$ cat src/rtl/disp_ram_serial_port.sv
module disp_ram_serial_port #(
  parameter int DEPTH    = 32,
  parameter int NIB_W    = 4,
  parameter int AFIELD_W = 6,
  parameter int CMD_W    = 9,
  parameter int SYNC     = 2,
  parameter int IDX_W    = $clog2(DEPTH)
) (
  input  logic             clk,
  input  logic             rst_n,
  input  logic             cs_n,
  input  logic             wr_n,
  input  logic             rd_n,
  input  logic             dat_in,
  output logic             dat_out,
  output logic             dat_oe,
  output logic             cmd_valid,
  output logic [CMD_W-1:0] cmd_code,
  input  logic [IDX_W-1:0] scan_addr,
  output logic [NIB_W-1:0] scan_data
);
  localparam int CNT_W = $clog2(CMD_W + 1);
  localparam int RC_W  = $clog2(NIB_W);
  localparam logic [2:0] S_IDLE = 3'd0, S_ADDR = 3'd1, S_WR = 3'd2, S_RD = 3'd3,
                         S_RMW = 3'd4, S_CMD = 3'd5, S_DEAD = 3'd6;

  logic [SYNC-1:0] cs_sh, wr_sh, rd_sh, d_sh;
  logic wr_prev, rd_prev;
  logic [2:0] st, op;
  logic [CNT_W-1:0] cnt;
  logic [RC_W-1:0] rcnt;
  logic [CMD_W-1:0] sh;
  logic [NIB_W-1:0] wsh;
  logic [IDX_W-1:0] addr;
  logic [NIB_W-1:0] mem [DEPTH];

  wire cs_q    = cs_sh[SYNC-1];
  wire din     = d_sh[SYNC-1];
  wire wr_rise = wr_sh[SYNC-1] & ~wr_prev;
  wire rd_fall = ~rd_sh[SYNC-1] & rd_prev;
  wire [CMD_W:0]   sh_nx  = {sh, din};
  wire [NIB_W-1:0] wsh_nx = {din, wsh[NIB_W-1:1]};

  assign scan_data = mem[scan_addr];

  always_ff @(posedge clk or negedge rst_n) begin
    if (!rst_n) begin
      cs_sh <= '1; wr_sh <= '1; rd_sh <= '1; d_sh <= '0;
      wr_prev <= 1'b1; rd_prev <= 1'b1;
    end else begin
      cs_sh <= {cs_sh[SYNC-2:0], cs_n};
      wr_sh <= {wr_sh[SYNC-2:0], wr_n};
      rd_sh <= {rd_sh[SYNC-2:0], rd_n};
      d_sh  <= {d_sh[SYNC-2:0], dat_in};
      wr_prev <= wr_sh[SYNC-1];
      rd_prev <= rd_sh[SYNC-1];
    end
  end

  always_ff @(posedge clk or negedge rst_n) begin
    if (!rst_n) begin
      st <= S_IDLE; op <= S_IDLE; cnt <= '0; rcnt <= '0;
      sh <= '0; wsh <= '0; addr <= '0;
      dat_out <= 1'b0; dat_oe <= 1'b0;
      cmd_valid <= 1'b0; cmd_code <= '0;
      for (int i = 0; i < DEPTH; i++) mem[i] <= '0;
    end else begin
      cmd_valid <= 1'b0;
      if (cs_q) begin
        st <= S_IDLE; cnt <= '0; rcnt <= '0; dat_oe <= 1'b0;
      end else begin
        if (wr_rise) begin
          case (st)
            S_IDLE: begin
              sh <= sh_nx[CMD_W-1:0];
              cnt <= cnt + 1'b1;
              if (cnt == CNT_W'(2)) begin
                cnt <= '0;
                case (sh_nx[2:0])
                  3'b101:  begin st <= S_ADDR; op <= S_WR;  end
                  3'b110:  begin st <= S_ADDR; op <= S_RD;  end
                  3'b111:  begin st <= S_ADDR; op <= S_RMW; end
                  3'b100:  st <= S_CMD;
                  default: st <= S_DEAD;
                endcase
              end
            end
            S_ADDR: begin
              sh <= sh_nx[CMD_W-1:0];
              cnt <= cnt + 1'b1;
              if (cnt == CNT_W'(AFIELD_W - 1)) begin
                cnt <= '0; addr <= sh_nx[IDX_W-1:0]; st <= op; rcnt <= '0;
              end
            end
            S_WR, S_RMW: begin
              wsh <= wsh_nx;
              cnt <= cnt + 1'b1;
              if (cnt == CNT_W'(NIB_W - 1)) begin
                cnt <= '0; mem[addr] <= wsh_nx; addr <= addr + 1'b1;
              end
            end
            S_CMD: begin
              sh <= sh_nx[CMD_W-1:0];
              cnt <= cnt + 1'b1;
              if (cnt == CNT_W'(CMD_W - 1)) begin
                cnt <= '0; cmd_valid <= 1'b1; cmd_code <= sh_nx[CMD_W-1:0];
              end
            end
            default: ;
          endcase
        end
        if (rd_fall && (st == S_RD || st == S_RMW)) begin
          dat_out <= mem[addr][rcnt];
          dat_oe  <= 1'b1;
          rcnt    <= (rcnt == RC_W'(NIB_W - 1)) ? '0 : rcnt + 1'b1;
          if (st == S_RD && rcnt == RC_W'(NIB_W - 1)) addr <= addr + 1'b1;
        end
        if (st == S_RMW && wr_rise && cnt == CNT_W'(NIB_W - 1)) rcnt <= '0;
      end
    end
  end
endmodule

$ cat config.mk
export PLATFORM = sky130hd
export DESIGN_NAME = disp_ram_serial_port
export DESIGN_NICKNAME = d
export VERILOG_FILES = /design/src/rtl/disp_ram_serial_port.sv
export SDC_FILE = /design/constraint.sdc
export NUM_CORES = 1
export LEC_CHECK = 0
export BUFFER_PORTS_ARGS = -buffer_cell sky130_fd_sc_hd__buf_2
export CELL_PAD_IN_SITES_DETAIL_PLACEMENT = 0
export CELL_PAD_IN_SITES_GLOBAL_PLACEMENT = 1
export CORE_MARGIN = 5
export CORE_UTILIZATION = 48
export DETAILED_ROUTE_END_ITERATION = 7
export PLACE_DENSITY_LB_ADDON = 0.1
export SETUP_SLACK_MARGIN = 0.15
export SLEW_MARGIN = 5
export SYNTH_ARGS = -nofsm -noshare
export SYNTH_HDL_FRONTEND = slang
export SYNTH_SLANG_ARGS = --single-unit
$ cat constraint.sdc
create_clock -name clk -period 2.9 [get_ports clk]
set_clock_uncertainty 0.05 [all_clocks]
set_input_delay 0.58 -clock clk [delete_from_list [all_inputs] [get_ports clk]]
set_output_delay 0.58 -clock clk [all_outputs]
set_load 0.05 [all_outputs]
### Word level (Yosys, flattened, before mapping)

Index checks and enable logic that the tools add are counted.

| storage, ports and cells | value |
|---|---|
| register bits after elaboration | 179 |
| latch bits | 0 |
| memory bits (writable) | 0 |
| bits in read-only memories | 0 |
| output and inout bits | 16 |
| word-level logic and storage cells | 150 |
| memories | 0 |

| operators by class | value |
|---|---|
| $add $sub $neg | 3 |
| multipliers | 0 |
| div/mod/pow operators | 0 |
| order comparisons | 4 |
| equality and inequality tests | 16 |
| shifts and indexed selects | 0 |
| mux-type cells | 44 |
| bitwise gates (word level) | 7 |
| reductions and logical operators | 27 |

Operator list:

| operator | number |
|---|---|
| $bwmux W128 | 1 |
| $mux W4 | 11 |
| $bmux W4 S5 | 2 |
| $mux W5 | 5 |
| $demux W4 S5 | 1 |
| $eq A3 B3 Y1 const B | 6 |
| $pmux W4 S4 | 1 |
| $mux W2 | 7 |
| $ge A6 B6 Y1 const B | 2 |
| $mux W3 | 4 |
| $not A5 Y6 | 2 |
| $pmux W3 S2 | 2 |
| $reduce_and A4 Y1 | 3 |
| $reduce_bool A4 Y1 | 3 |
| $pmux W5 S2 | 1 |
| $pmux W3 S3 | 1 |
| $reduce_and A3 Y1 | 3 |
| $eq A4 B2 Y1 const B | 2 |
| $mux W1 | 7 |
| $eq A3 B2 Y1 const B | 2 |
| $lt A6 B1 Y1 const B | 1 |
| $ne A3 B3 Y1 const B | 2 |
| $reduce_bool A3 Y1 | 2 |
| $reduce_or A3 Y1 | 2 |
| 19 further kinds | 28 |

### Longest topological paths before layout

Gate-level depths: netlist of run 1.

| logic depth | value |
|---|---|
| word-level depth | 7 |
| depth in mapped cells | 9 |
| gate-level depth less buffers | 8 |

### Worst setup path before layout of run 1

Ideal clock, no wire load.

| path | value |
|---|---|
| path type | input -> output |
| start | input scan_addr[0] |
| end | output scan_data[3] |
| arrival | 2.468 ns |
| required time | 2.270 ns |
| path slack | -0.198 ns |
| cell stages on the path | 5 |
| path through | clkbuf_1 buf_2 mux4_2 mux4_2 mux2_2 |

| between the ends | value |
|---|---|
| word-level cells in the longest chain between the ends | 4 |

RTL lines:

| element | RTL line | text |
|---|---|---|
| from (decl) | 19 | `input logic [IDX_W-1:0] scan_addr,` |
| $not A5 Y6 (not written as such) | 44 | `assign scan_data = mem[scan_addr];` |
| $bmux W4 S5 | 44 |  |
| $mux W4 (not written as such) (2 in a row) | 44 |  |
| to (decl) | 20 | `output logic [NIB_W-1:0] scan_data` |

Every way passes these cells. The select of a mux whose other input is x is not followed.

### Worst setup path after layout of run 1

| path | value |
|---|---|
| start | register mem[67] (netlist name) |
| end | output scan_data[3] |

| between the ends | value |
|---|---|
| word-level cells in the longest chain between the ends | 3 |

RTL lines:

| element | RTL line | text |
|---|---|---|
| from (decl) | 35 | `logic [NIB_W-1:0] mem [DEPTH];` |
| from (signal, indexed assignment) | 99 | `cnt <= '0; mem[addr] <= wsh_nx; addr <= addr + 1'b1;` |
| $bmux W4 S5 | 44 |  |
| $mux W4 (not written as such) (2 in a row) | 44 |  |

Every way passes these cells. The select of a mux whose other input is x is not followed.

==> impl_results.md, run 1 <==
- GRT Resource Usage Total: 0.238
- Flop-to-flop setup slack: between 0.3 and 0.4 ns
- CTS Root Buffer Type: clkbuf_16
- Area contributors post-synth: dfrtp_1 (44%), mux2_2 (15%), mux4_2 (15%)
- Cells after Synth: about 700
- Count of state elements after synthesis: 178
- Post-DP HPWL: ~18 mm
- R2R cell count: 6
- RSZ-0062 raised after global routing: true
- Pwr/cell area: roughly 480 nW/um^2
- Die Span X: around 150 um
- Critical-path top delay cell: mux4_2
- Final min period: a little under 3 ns
- Nets: approximately 750
- CTS buffer count: 17
- Final ANT Viol Nets: 0
- Final Max Slew Viols: 0
- Max-cap violations: 0
- Die ar.: roughly 23000 sq um
- Clk sinks: 178
- FP Rows: 51
- Ys async rst share: 1.00
- Reg2Reg Capture Point: dat_out
- Pre-antenna DRT Iters: 5
- Grt total ovfl: 0
- # IOs: 27
- Wirelength per Cell: ~25 um
- Largest net degree at the start of global routing: 65
- WL final: around 25 mm
- Synth Cell Area: approximately 9600 sq um
- Failing checks: negative setup slack
- Hold buffers post-CTS: 0
- Pleak: just under 5 nW
- Data arrival, critical path: between 2 and 2.5 ns
- Top-count cell post-synth: dfrtp_1
- Syn_nets: 710
- Max transition margin: 0.167
- Crit-path cells: mux4_2 -> mux4_2 -> mux2_4 -> buf_8
- Crit Path Category: reg2out
- Max Fanout on Critical Path: 2
- Vias in the first global route: approximately 6300
- Post-Layout Cell Count: ~1000
- Worst setup margin: -0.0766 ns
- # setup viols final: 4
- Critical path depth: 4
- Crit-path leading delay family: multiplexers
- Inst Count DP: a little under 1000
- FF+latch area: roughly 4500 sq um
- Hold Vio Cnt, Final: 0
- Worst slew pin tran: around 1.2 ns
- Fillers: 1592
- CP Buf/Inv Count: 1
- Startpoint Class: flip-flop
- Final setup TNS: -0.163 ns
- I/O Buffers: 26
- Synth top area share: 0.442
- Worst VDD drop: around 360 uV
- Synthesized area per cell: 13.9 sq um
- Initial core utilization: 0.491
- Capture point of the worst path: scan_data[3]
- CTS tree: done
- H-tree Lvls: 4
- Main flop type after synthesis: dfrtp_1
- First-pass GRT wire length: 40.3 mm
- DR vias: between 6000 and 7000
- Antenna violations before repair: 0
- CP peak stage delay: 0.53 ns
- Clock-pin slew on the worst setup and hold paths: 0.08 ns
- Crit end category: output pin
- CP Launch Point: mem[67]
- Outcome: complete, but fails checks
- Data required, critical path: about 2.3 ns
- Clock buffer depth: 2
- DRC: 0
- Starting DRT DRC Count: just over 500
- Die Y: 152 um
- Area of the multi-input gates: 4910 sq um
- Crit-path most repeated cell: mux4_2
- Worst-Skew Late Latency: between 0.4 and 0.5 ns
- Area delta synth->final: 14.1%
- Vias per cell: roughly 6.2
- Core ar.: just under 20000 sq um
- Reg-to-reg critical path startpoint: addr[0]
- Synth cell types: 63
- Number of synthesized flops with an enable pin: 0
- Commonest cells in the synthesized netlist: dfrtp_1 (170), mux2_2 (128), mux4_2 (63)
- Fmax: between 300 and 400 MHz
- Fraction of layout cells with a size suffix above 1: 0.467
- Hold WC Path Type: in2async
- Seq/Total Area, Yosys: 0.464
- Leading area contributor after synthesis: dfrtp_1
- Final Cycle Share: 1.03
- Yosys warning total: 0
- GP Congestion: between 1 and 1.5
- Diodes inserted: 0
worst reg2reg max path: stages, from the launching register on:
cell       delay (ns)
dfrtp_1          0.65
buf_4            0.30
mux4_2           0.57
a32oi_1          0.23
and4_1           0.26
a2111oi_0        0.11
a221o_1          0.27
report_power, final:
group	switching, mW	leakage, nW	internal (mW)	total (mW)
clock network	1.08	0.283	1.23	2.31
logic	0.186	2.25	0.162	0.348
registers	0.0789	2.43	2.55	2.62
total	1.35	4.96	3.94	5.28
cell usage in the layout (no fill, tap or decap), types with 5 or more instances in the layout:
master | synthesis | routed
dfrtp_1 | 170 | 166
mux2_2 | 128 | 124
mux4_2 | 63 | 63
nand2_1 | 32 | 32
nor2_4 | 32 | 32
buf_4 | 3 | 32
nor2_1 | 23 | 23
mux2_1 | 21 | 21
buf_2 | 11 | 20
mux2i_1 | 19 | 19
clkbuf_16 | 0 | 18
a21oi_1 | 13 | 13
inv_1 | 12 | 12
nand3_1 | 11 | 11
o21ai_0 | 11 | 11
ha_1 | 9 | 9
a22oi_1 | 8 | 8
dfstp_2 | 8 | 8
nor3_1 | 7 | 7
o22ai_1 | 5 | 5
a21o_1 | 5 | 5
buf_6 | 2 | 5
buf_12 | 0 | 5
sequential cells by signal (all words and copies together), names as in the netlist, 2 cells and up:
| register | cells |
|---|---|
| d_sh | 2 |
| sh | 8 |
| op | 3 |
| cmd_code | 9 |
| rd_sh | 2 |
| wr_sh | 2 |
| cnt | 4 |
| wsh | 3 |
| st | 3 |
| rcnt | 2 |
| cs_sh | 2 |
| mem | 128 |
| addr | 5 |
through the flow:
stage	utilization	total power, mW	area, sq um	setup slack [ns]	hold WS, ns
final	0.560	5.28	11000	-0.0766	0.0686
after CTS	0.557	5.33	10900	-0.0741	0.0879
after global placement	0.518	2.99	10100	-0.196	0.287
after global routing	0.560	5.49	11000	-0.107	0.112
after floorplan	-	2.86	9700	0.122	0.234
after detailed placement	0.518	3.01	10100	-0.253	0.300
what timing repair did:
| item | in CTS | in global routing |
|---|---|---|
| cloned | 2 | 1 |
| endpoints found under the setup margin | 4 | 4 |
| buffers inserted | 8 | 3 |
| resized for setup | 18 | 3 |
cell families (layout without fill, tap and decap cells):
| logic type | after synthesis | after routing | synth area share |
|---|---|---|---|
| compound gates | 72 | 72 | 0.0523 |
| xor+xnor | 2 | 2 | 0.00182 |
| fa+ha+maj | 9 | 9 | 0.0117 |
| buf+inv | 57 | 112 | 0.0264 |
| flops | 178 | 178 | 0.464 |
| mux | 231 | 231 | 0.342 |
| simple gates | 141 | 141 | 0.102 |
layout make-up:
| class | count | share of cell area |
|---|---|---|
| Tap cell | 265 | 0.0302 |
| Sequential cell | 178 | 0.408 |
| Multi-Input combinational cell | 455 | 0.448 |
| Clock buffer | 17 | 0.0388 |
| Timing Repair Buffer | 67 | 0.0553 |
| Clock inverter | 15 | 0.0159 |
| Inverter | 13 | 0.00445 |
metal layers:
| metal | wire (um) | up-vias | GRT usage |
|---|---|---|---|
| met1 | 11600 | 3255 | 0.363 |
| met5 | 0 | - | 0 |
| li1 | - | 2687 | - |
| met4 | 497 | 0 | 0.0651 |
| met2 | 11400 | 242 | 0.346 |
| met3 | 1840 | 34 | 0.0523 |
worst min-delay path by stage:
stage / to / slack [ns] / depth (start not counted)
6_report: cmd_code[8] / 0.07 / 1
5_1_grt: cmd_code[8] / 0.11 / 1
4_1_cts: cmd_valid / 0.09 / 1
3_5_place_dp: rd_sh[1] / 0.30 / 0
3_3_place_gp: d_sh[1] / 0.29 / 0
2_1_floorplan: addr[0] / 0.23 / 0
Note: power is estimated with default switching activity, not from simulation.
==> inputs of run 2 (changes only) <==
- CORE_UTILIZATION: 48 -> 45
- PLACE_DENSITY_LB_ADDON: 0.1 -> 0.08
==> run 2 against run 1 <==
Against the previous run: the run still ends with negative setup slack left; count of clock-buffer cells in the layout did not move; via count decreased by 1.4%; final cell count barely moved; fmax about the same; sequential cell count did not move; first-iteration DRC count down 12%; register-to-register slack improved by 0.03 ns; routed wire length decreased by 0.76%; utilization fell by 4.0 points; clock power increased by 4%; non-clock buffer count fell by 9; hold slack worse by 0.030 ns; critical path type is now in2out.
==> impl_results.md, run 2 (synthesis results as in run 1) <==
- Final min period: between 2 and 3 ns
- Worst VDD drop: 346 uV
- Vias in the first global route: ~6500
- Hold Vio Cnt, Final: 0
- Fillers: about 1800
- Grt total ovfl: 0
- FP Rows: 53
- I/O Buffers: 26
- Biggest register: mem
- Die ar.: about 24000 sq um
- H-tree Lvls: 4
- Data required, critical path: 2.27 ns
- Nets: roughly 740
- Final Max Slew Viols: 0
- Pleak: just under 5 nW
- GP Congestion: roughly 1
- Clock-pin slew on the worst setup and hold paths: ~0.070 ns
- DR vias: ~6100
- Wirelength per Cell: 24.9 um
- Core ar.: around 21000 sq um
- Outcome: complete, but fails checks
- Worst setup margin: -0.0765 ns
- Data arrival, critical path: about 2.4 ns
- Commonest cells after routing, fill and taps aside: dfrtp_1 (169), mux2_2 (124), mux4_2 (63)
- Crit Path Category: in2out
- CTS buffer count: 17
- WL final: roughly 25 mm
- Dpl ws: -0.247 ns
- Largest net degree at the start of global routing: 64
- Failing checks: negative setup slack
- Die Y: approximately 160 um
- First-pass GRT wire length: just over 40 mm
- Pre-antenna DRT Iters: 5
- Critical-path top delay cell: mux4_2
- CTS Root Buffer Type: clkbuf_16
- Final ANT Viol Nets: 0
- Flop-to-flop setup slack: 0.37 ns
- Max reg flops: roughly 130
- Fmax: 336 MHz
- Antenna violations before repair: 0
- Max transition margin: 0.160
- Hold buffers post-CTS: 0
- Max-cap violations: 0
- Initial core utilization: 0.457
- Crit end category: output pin
- Most common cell after layout, fill and taps aside: dfrtp_1
- Crit-path cells: buf_12 -> buf_12 -> mux4_2 -> mux4_2 -> mux2_4 -> buf_8
- CP peak stage delay: about 0.54 ns
- Startpoint Class: primary input
- Post-Route Utilization: 0.520
- DRC: 0
- Hold WC Path Type: in2async
- Pwr/cell area: 491 nW/um^2
- Vias per cell: slightly above 6
- Die Span X: 156 um
- Post-DP HPWL: ~18 mm
- GRT Resource Usage Total: 0.219
- Starting DRT DRC Count: approximately 450
- Worst slew pin tran: 1.26 ns
- # setup viols final: 4
- Largest registers: mem x128, cmd_code x9, sh x8
- Final Cycle Share: 1.03
- Diodes inserted: 0
- RSZ-0062 raised after global routing: true
- Worst-Skew Late Latency: roughly 0.44 ns
- Area delta synth->final: 13.6%
- Clock buffer depth: 2
- Fraction of layout cells with a size suffix above 1: 0.457
- Clk sinks: around 180
- Max Fanout on Critical Path: 8
- # IOs: 27
- CTS tree: done
run 2: metal layers:
layer,track usage,part of all wire
met4,0.0521,0.016
met2,0.352,0.49
met5,0,0
met3,0.0424,0.058
met1,0.310,0.44
run 2: metrics by stage:
| stage | instances | setup TNS [ns] | hold slack, ns | power, mW | instance area, sq um |
|---|---|---|---|---|---|
| 6_report | 1011 | -0.190 | 0.0390 | 5.36 | 10900 |
| 5_1_grt | 1011 | -0.312 | 0.0634 | 5.57 | 10900 |
| 4_1_cts | 1011 | -0.234 | 0.0486 | 5.43 | 10900 |
| 3_5_place_dp | 973 | -0.932 | 0.286 | 3.01 | 10200 |
| 3_3_place_gp | 973 | -0.771 | 0.291 | 2.99 | 10200 |
| 2_1_floorplan | 690 | 0 | 0.234 | 2.86 | 9700 |
run 2: area by class of cell:
class / count / area, sq um / share of cell area
tap: 275 / 344 / 0.0315
timing repair buffer: 58 / 519 / 0.0475
clock buffer: 17 / 425 / 0.0389
multi-input combinational: 455 / 4910 / 0.450
clock inverter: 15 / 210 / 0.0192
inverter: 13 / 48.8 / 0.00447
sequential: 178 / 4470 / 0.409
run 2: final timing paths:
path	startpoint	cells past startpoint	end
worst max register to register	wr_sh[1]	6	mem[59]
worst max-delay path	scan_addr[0]	6	scan_data[0]
min in group clk	rd_n	1	rd_sh[0]
max in group asynchronous	rst_n	2	mem[20]
worst min-delay path	rst_n	1	mem[40]
worst min register to register	d_sh[0]	0	d_sh[1]
run 2: report_power, final:
group          leakage [nW]  internal [mW]  switching (mW)  total, mW
registers              2.44           2.54          0.0910       2.64
clock network         0.307           1.26            1.14       2.40
logic                  2.19          0.155           0.171      0.326
run 2: critical path: cells and delay by family:
family | cells | cell delay, ns
buffers and inverters | 3 | 0.40
muxes | 3 | 1.35
run 2: timing repair:
action                     in CTS  in global routing
gates cloned                    1                  0
setup endpoints to repair       4                  5
resized for setup              16                  3
buffers inserted                5                  0
